==> src/rtl/invset_pkg.sv <==
package invset_pkg;
  // True when the smaller of two unsigned counter values is odd.
  function automatic logic min_is_odd(input logic [15:0] a, input logic [15:0] b);
    logic [15:0] m;
    m = (a < b) ? a : b;
    return m[0];
  endfunction
endpackage

==> src/rtl/invset_flip_mask.sv <==
module invset_flip_mask #(
  parameter int ROWS  = 4,
  parameter int COLS  = 4,
  parameter int CNT_W = 2
) (
  input  logic [ROWS*CNT_W-1:0] row_cnt,
  input  logic [COLS*CNT_W-1:0] col_cnt,
  output logic [ROWS*COLS-1:0]  flip
);
  import invset_pkg::*;

  for (genvar r = 0; r < ROWS; r++) begin : g_row
    for (genvar c = 0; c < COLS; c++) begin : g_col
      logic [CNT_W-1:0] rv, cv;
      assign rv = row_cnt[r*CNT_W +: CNT_W];
      assign cv = col_cnt[c*CNT_W +: CNT_W];
      assign flip[r*COLS+c] = min_is_odd(16'(rv), 16'(cv));

      // a zero counter on either side never inverts the cell
      always_comb begin
        if (flip[r*COLS+c]) begin
          p_zero_cnt_pass_r4: assert (rv != '0 && cv != '0);
        end
      end
    end
  end
endmodule

==> src/rtl/invset_out_reg.sv <==
module invset_out_reg #(
  parameter int W = 16
) (
  input  logic         clk,
  input  logic         rst,
  input  logic         load,
  input  logic [W-1:0] din,
  output logic         q_valid,
  output logic [W-1:0] q
);
  always_ff @(posedge clk) begin
    if (rst) begin
      q_valid <= 1'b0;
      q       <= '0;
    end else begin
      q_valid <= load;
      if (load) q <= din;
    end
  end

  p_reset_clear_r1: assert property (@(posedge clk) rst |=> (!q_valid && q == '0));
  p_valid_rise_r2:  assert property (@(posedge clk) disable iff (rst) load |=> q_valid);
  p_valid_fall_r2:  assert property (@(posedge clk) disable iff (rst) !load |=> !q_valid);
  p_capture_r3:     assert property (@(posedge clk) disable iff (rst) load |=> q == $past(din));
  p_hold_r6:        assert property (@(posedge clk) disable iff (rst) !load |=> $stable(q));
endmodule

==> src/rtl/invset_read_decoder.sv <==
module invset_read_decoder #(
  parameter int ROWS    = 4,
  parameter int COLS    = 4,
  parameter int CNT_MAX = 3,
  localparam int CNT_W  = (CNT_MAX < 2) ? 1 : $clog2(CNT_MAX + 1),
  localparam int CELLS  = ROWS * COLS
) (
  input  logic                  clk,
  input  logic                  rst,
  input  logic                  rd_valid,
  input  logic [CELLS-1:0]      raw_cells,
  input  logic [ROWS*CNT_W-1:0] row_cnt,
  input  logic [COLS*CNT_W-1:0] col_cnt,
  output logic                  dout_valid,
  output logic [CELLS-1:0]      dout
);
  logic [CELLS-1:0] flip;
  logic [CELLS-1:0] fixed;

  invset_flip_mask #(.ROWS(ROWS), .COLS(COLS), .CNT_W(CNT_W)) i_mask (
    .row_cnt (row_cnt),
    .col_cnt (col_cnt),
    .flip    (flip)
  );

  assign fixed = raw_cells ^ flip;

  invset_out_reg #(.W(CELLS)) i_oreg (
    .clk     (clk),
    .rst     (rst),
    .load    (rd_valid),
    .din     (fixed),
    .q_valid (dout_valid),
    .q       (dout)
  );
endmodule

==> config.mk <==
export PLATFORM = sky130hd
export DESIGN_NAME = invset_read_decoder
export DESIGN_NICKNAME = d
export VERILOG_FILES = /design/src/rtl/invset_pkg.sv /design/src/rtl/invset_flip_mask.sv /design/src/rtl/invset_out_reg.sv /design/src/rtl/invset_read_decoder.sv
export SDC_FILE = /design/constraint.sdc
export NUM_CORES = 1
export LEC_CHECK = 0
export BUFFER_PORTS_ARGS = -buffer_cell sky130_fd_sc_hd__clkbuf_2
export CAP_MARGIN = 20
export CORE_MARGIN = 2
export CORE_UTILIZATION = 47
export DETAILED_ROUTE_END_ITERATION = 16
export PLACE_DENSITY = 0.79
export RECOVER_POWER = 50
export SLEW_MARGIN = 30
export SYNTH_ARGS = -nofsm -noshare
export SYNTH_HDL_FRONTEND = slang
export SYNTH_SLANG_ARGS = --single-unit
==> constraint.sdc <==
create_clock -name clk -period 1.6 [get_ports clk]
set_clock_uncertainty 0.15 [all_clocks]
set_input_delay 0.16 -clock clk [delete_from_list [all_inputs] [get_ports clk]]
set_output_delay 0.16 -clock clk [all_outputs]
set_load 0.05 [all_outputs]
==> impl_metrics.ini <==
[pwr]
power.ir.vdd_worst_mv = 0.496
power_density_mw_per_mm2 = 716
total_power_uw = 1130
static-leakage-power_uw = 0.000774

[floorplanning]
core_mm2 = 0.00243
start_util_pct = 48.8
top_level_ports = 52
die_area_mm2 = 0.00294
die-height_um = 54.2
core.rowCount = 18
die_width_um = 54.2

[synth]
synthesis.yosys.warnings = 0
synth_cells = 140
synth.lib_cells_used.distinct = 12
syn_area_per_cell_um2 = 8.47
register_bit_total_from_synthesis = 17
yosysTopAreaCellShare_pct = 28.7
yosys-top-cells-area = sky130_fd_sc_hd__dfxtp_1, sky130_fd_sc_hd__ha_1, sky130_fd_sc_hd__o21ba_1, sky130_fd_sc_hd__a311oi_1, sky130_fd_sc_hd__nor2_1
synthesis.area_mm2 = 0.00119
syn_nets = 191
synth-seq-area-share_pct = 28.7
synth_area_leader_cell = sky130_fd_sc_hd__dfxtp_1

[clocking]
cts_hold_buf = 12
clock_slew_at_reported_path_ffs_ns = 0.11
tritoncts = yes
clock_tree.root_cell = sky130_fd_sc_hd__clkbuf_4
htreeDepth = 1
clock_tree.buffer_depth = 2
cts-buffers-inserted = 3
quantity_of_gates_resized_following_cts = 0
clock_insertion_delay_worst_skew_ns = 0.29
clock_sink_count = 17
number_of_post_cts_setup_repair_buffers = 0

[cells_and_area]
final_core_utilization_pct = 65.0
leading_cell_types_in_the_layout_fill_and_taps_excluded = sky130_fd_sc_hd__clkbuf_2, sky130_fd_sc_hd__nor2_1, sky130_fd_sc_hd__clkbuf_1, sky130_fd_sc_hd__dfxtp_1
insertedDiodeCount = 0
nets = 253
drive_gt1_share_pct = 18.9
layout_commonest_cell = sky130_fd_sc_hd__clkbuf_2
area_delta_synth_final_pct = 33.3
fin_area_mm2 = 0.00158

[routing]
detail_route.wl_per_cell_um = 13.2
vias_per_cell = 5.36
ant_nets = 0
wirelength_mm = 3.05
drt_pre_antenna_iters = 4
first_iter_violations = 15
drc = 0
route.vias.total = 1239

[setup_path]
crit_path_arrival_time_ns = 1.15
start_kind = flop
timing.critical_path.slowest_cell_delay_ns = 0.49
timing.critical_path.cells = clkbuf_1
critPathTopFamily = buffers and inverters
worst_r2r_endpoint = i_oreg.q[0]$_SDFFE_PP0P_
critPathCaptureType = output pin
worst-r2r-cell-count = 2
crit_buf_inv = 1
critical_path_class = flop to output pin
r2r_slack_ns = 0.61
slowest_stage = sky130_fd_sc_hd__clkbuf_1
worst-endpoint-required_ns = 1.29
timing.rr.start = i_oreg.q[0]$_SDFFE_PP0P_
cp_max_fo = 2

[timing]
hold_viol = 0
tightestPinTransition_ns = 0.622
timing.setup.tns_ns = 0
max_freq_mhz = 683
worst_slew_margin_rel_pct = 58.5
final_period_minus_worst_setup_slack_ns = 1.46
final_ws_setup_ns = 0.135
count_of_endpoints_failing_setup_in_the_final_report = 0
timing_max_transition_violations_final = 0
finalCritPeriodShare_pct = 91.5
grt_setup_unrepaired = no

[worst_hold_path]
whs_path_depth = 3
min_path_type = input port to flop
holdCritStartpoint = raw_cells[15]
min_delay_worst_endpoint = i_oreg.q[15]$_SDFFE_PP0P_

[global_routing]
overflow = 0
grt_start_max_net_pins = 34
antenna_found_initial = 0
grt_pass1_vias = 1134
global_route_usage_sum_pct = 22.0
global_route_wire_length_before_repair_mm = 4.71

[status]
result_of_the_run = finished clean

[placement]
place.detailed.hpwl_mm = 2.31
port_buffers = 51
finalWeightedCongestion = 0.736
pre_cts_slack_ns = -0.127
placement.cell_area_mm2 = 0.00146

[run]
cap_violations = 0
kinds of logic (layout without fill, tap and decap cells):
logic type / Yosys count / count (layout) / share of synthesized area (%)
DFF: 17 / 17 / 28.7
and+or+nand+nor: 49 / 49 / 19.1
adders and majority gates: 16 / 16 / 16.9
buffers and inverters: 10 / 71 / 3.27
AOI/OAI and AO/OA: 48 / 48 / 32.1
registers in the layout, indices dropped and copies added, names as in the netlist:
signal          count
i_oreg.q_valid      1
i_oreg.q           16
worst max-delay path by stage:
stage	startpoint	to	slack [ns]	cells past startpoint
floorplan	col_cnt[5]	i_oreg.q[10]$_SDFFE_PP0P_	0.15	5
CTS	col_cnt[3]	i_oreg.q[13]$_SDFFE_PP0P_	0.18	6
global placement	col_cnt[3]	i_oreg.q[1]$_SDFFE_PP0P_	-0.07	6
detailed placement	col_cnt[3]	i_oreg.q[13]$_SDFFE_PP0P_	-0.13	6
finish	i_oreg.q[0]$_SDFFE_PP0P_	dout[0]	0.14	1
global route	i_oreg.q[3]$_SDFFE_PP0P_	dout[3]	0.1	1
metal layers:
metal / part of all wire (%) / global-route usage (%) / routed length (µm) / up-vias
met5: 0 / 0 / 0 / -
met4: 0.98 / 9.58 / 30 / 0
met3: 3.3 / 2.73 / 102 / 4
met2: 52 / 39.4 / 1580 / 30
met1: 44 / 26.1 / 1340 / 551
li1: - / - / - / 654
cells in the mapped netlist (all sizes together):
master  instances
clkbuf          4
buf             2
o21ai          16
dfxtp          17
o21ba          16
nor2           32
or3            16
nor2b           1
ha             16
a311oi         16
inv             4
through the flow:
step           hold slack [ns]  cells
3_5_place_dp             0.298    215
6_report               0.00621    231
5_1_grt                 0.0171    231
4_1_cts                0.00276    231
2_1_floorplan            0.192    140
3_3_place_gp             0.288    215
area by class of cell:
cell class / instances / area, µm²
inverters: 4 / 15.0
flip-flops and latches: 17 / 340
fillers: 227 / 851
repair buffers: 63 / 355
multi-input cells: 113 / 807
well taps: 30 / 37.5
clock buffers: 4 / 26.3
power by group:
part	leakage, µW	internal, µW	switching, µW
clock	0.0000150	97.0	145
combinational	0.000618	156	260
sequential	0.000141	456	17.6
total	0.000774	710	423
(Power assumes the default switching activity.)
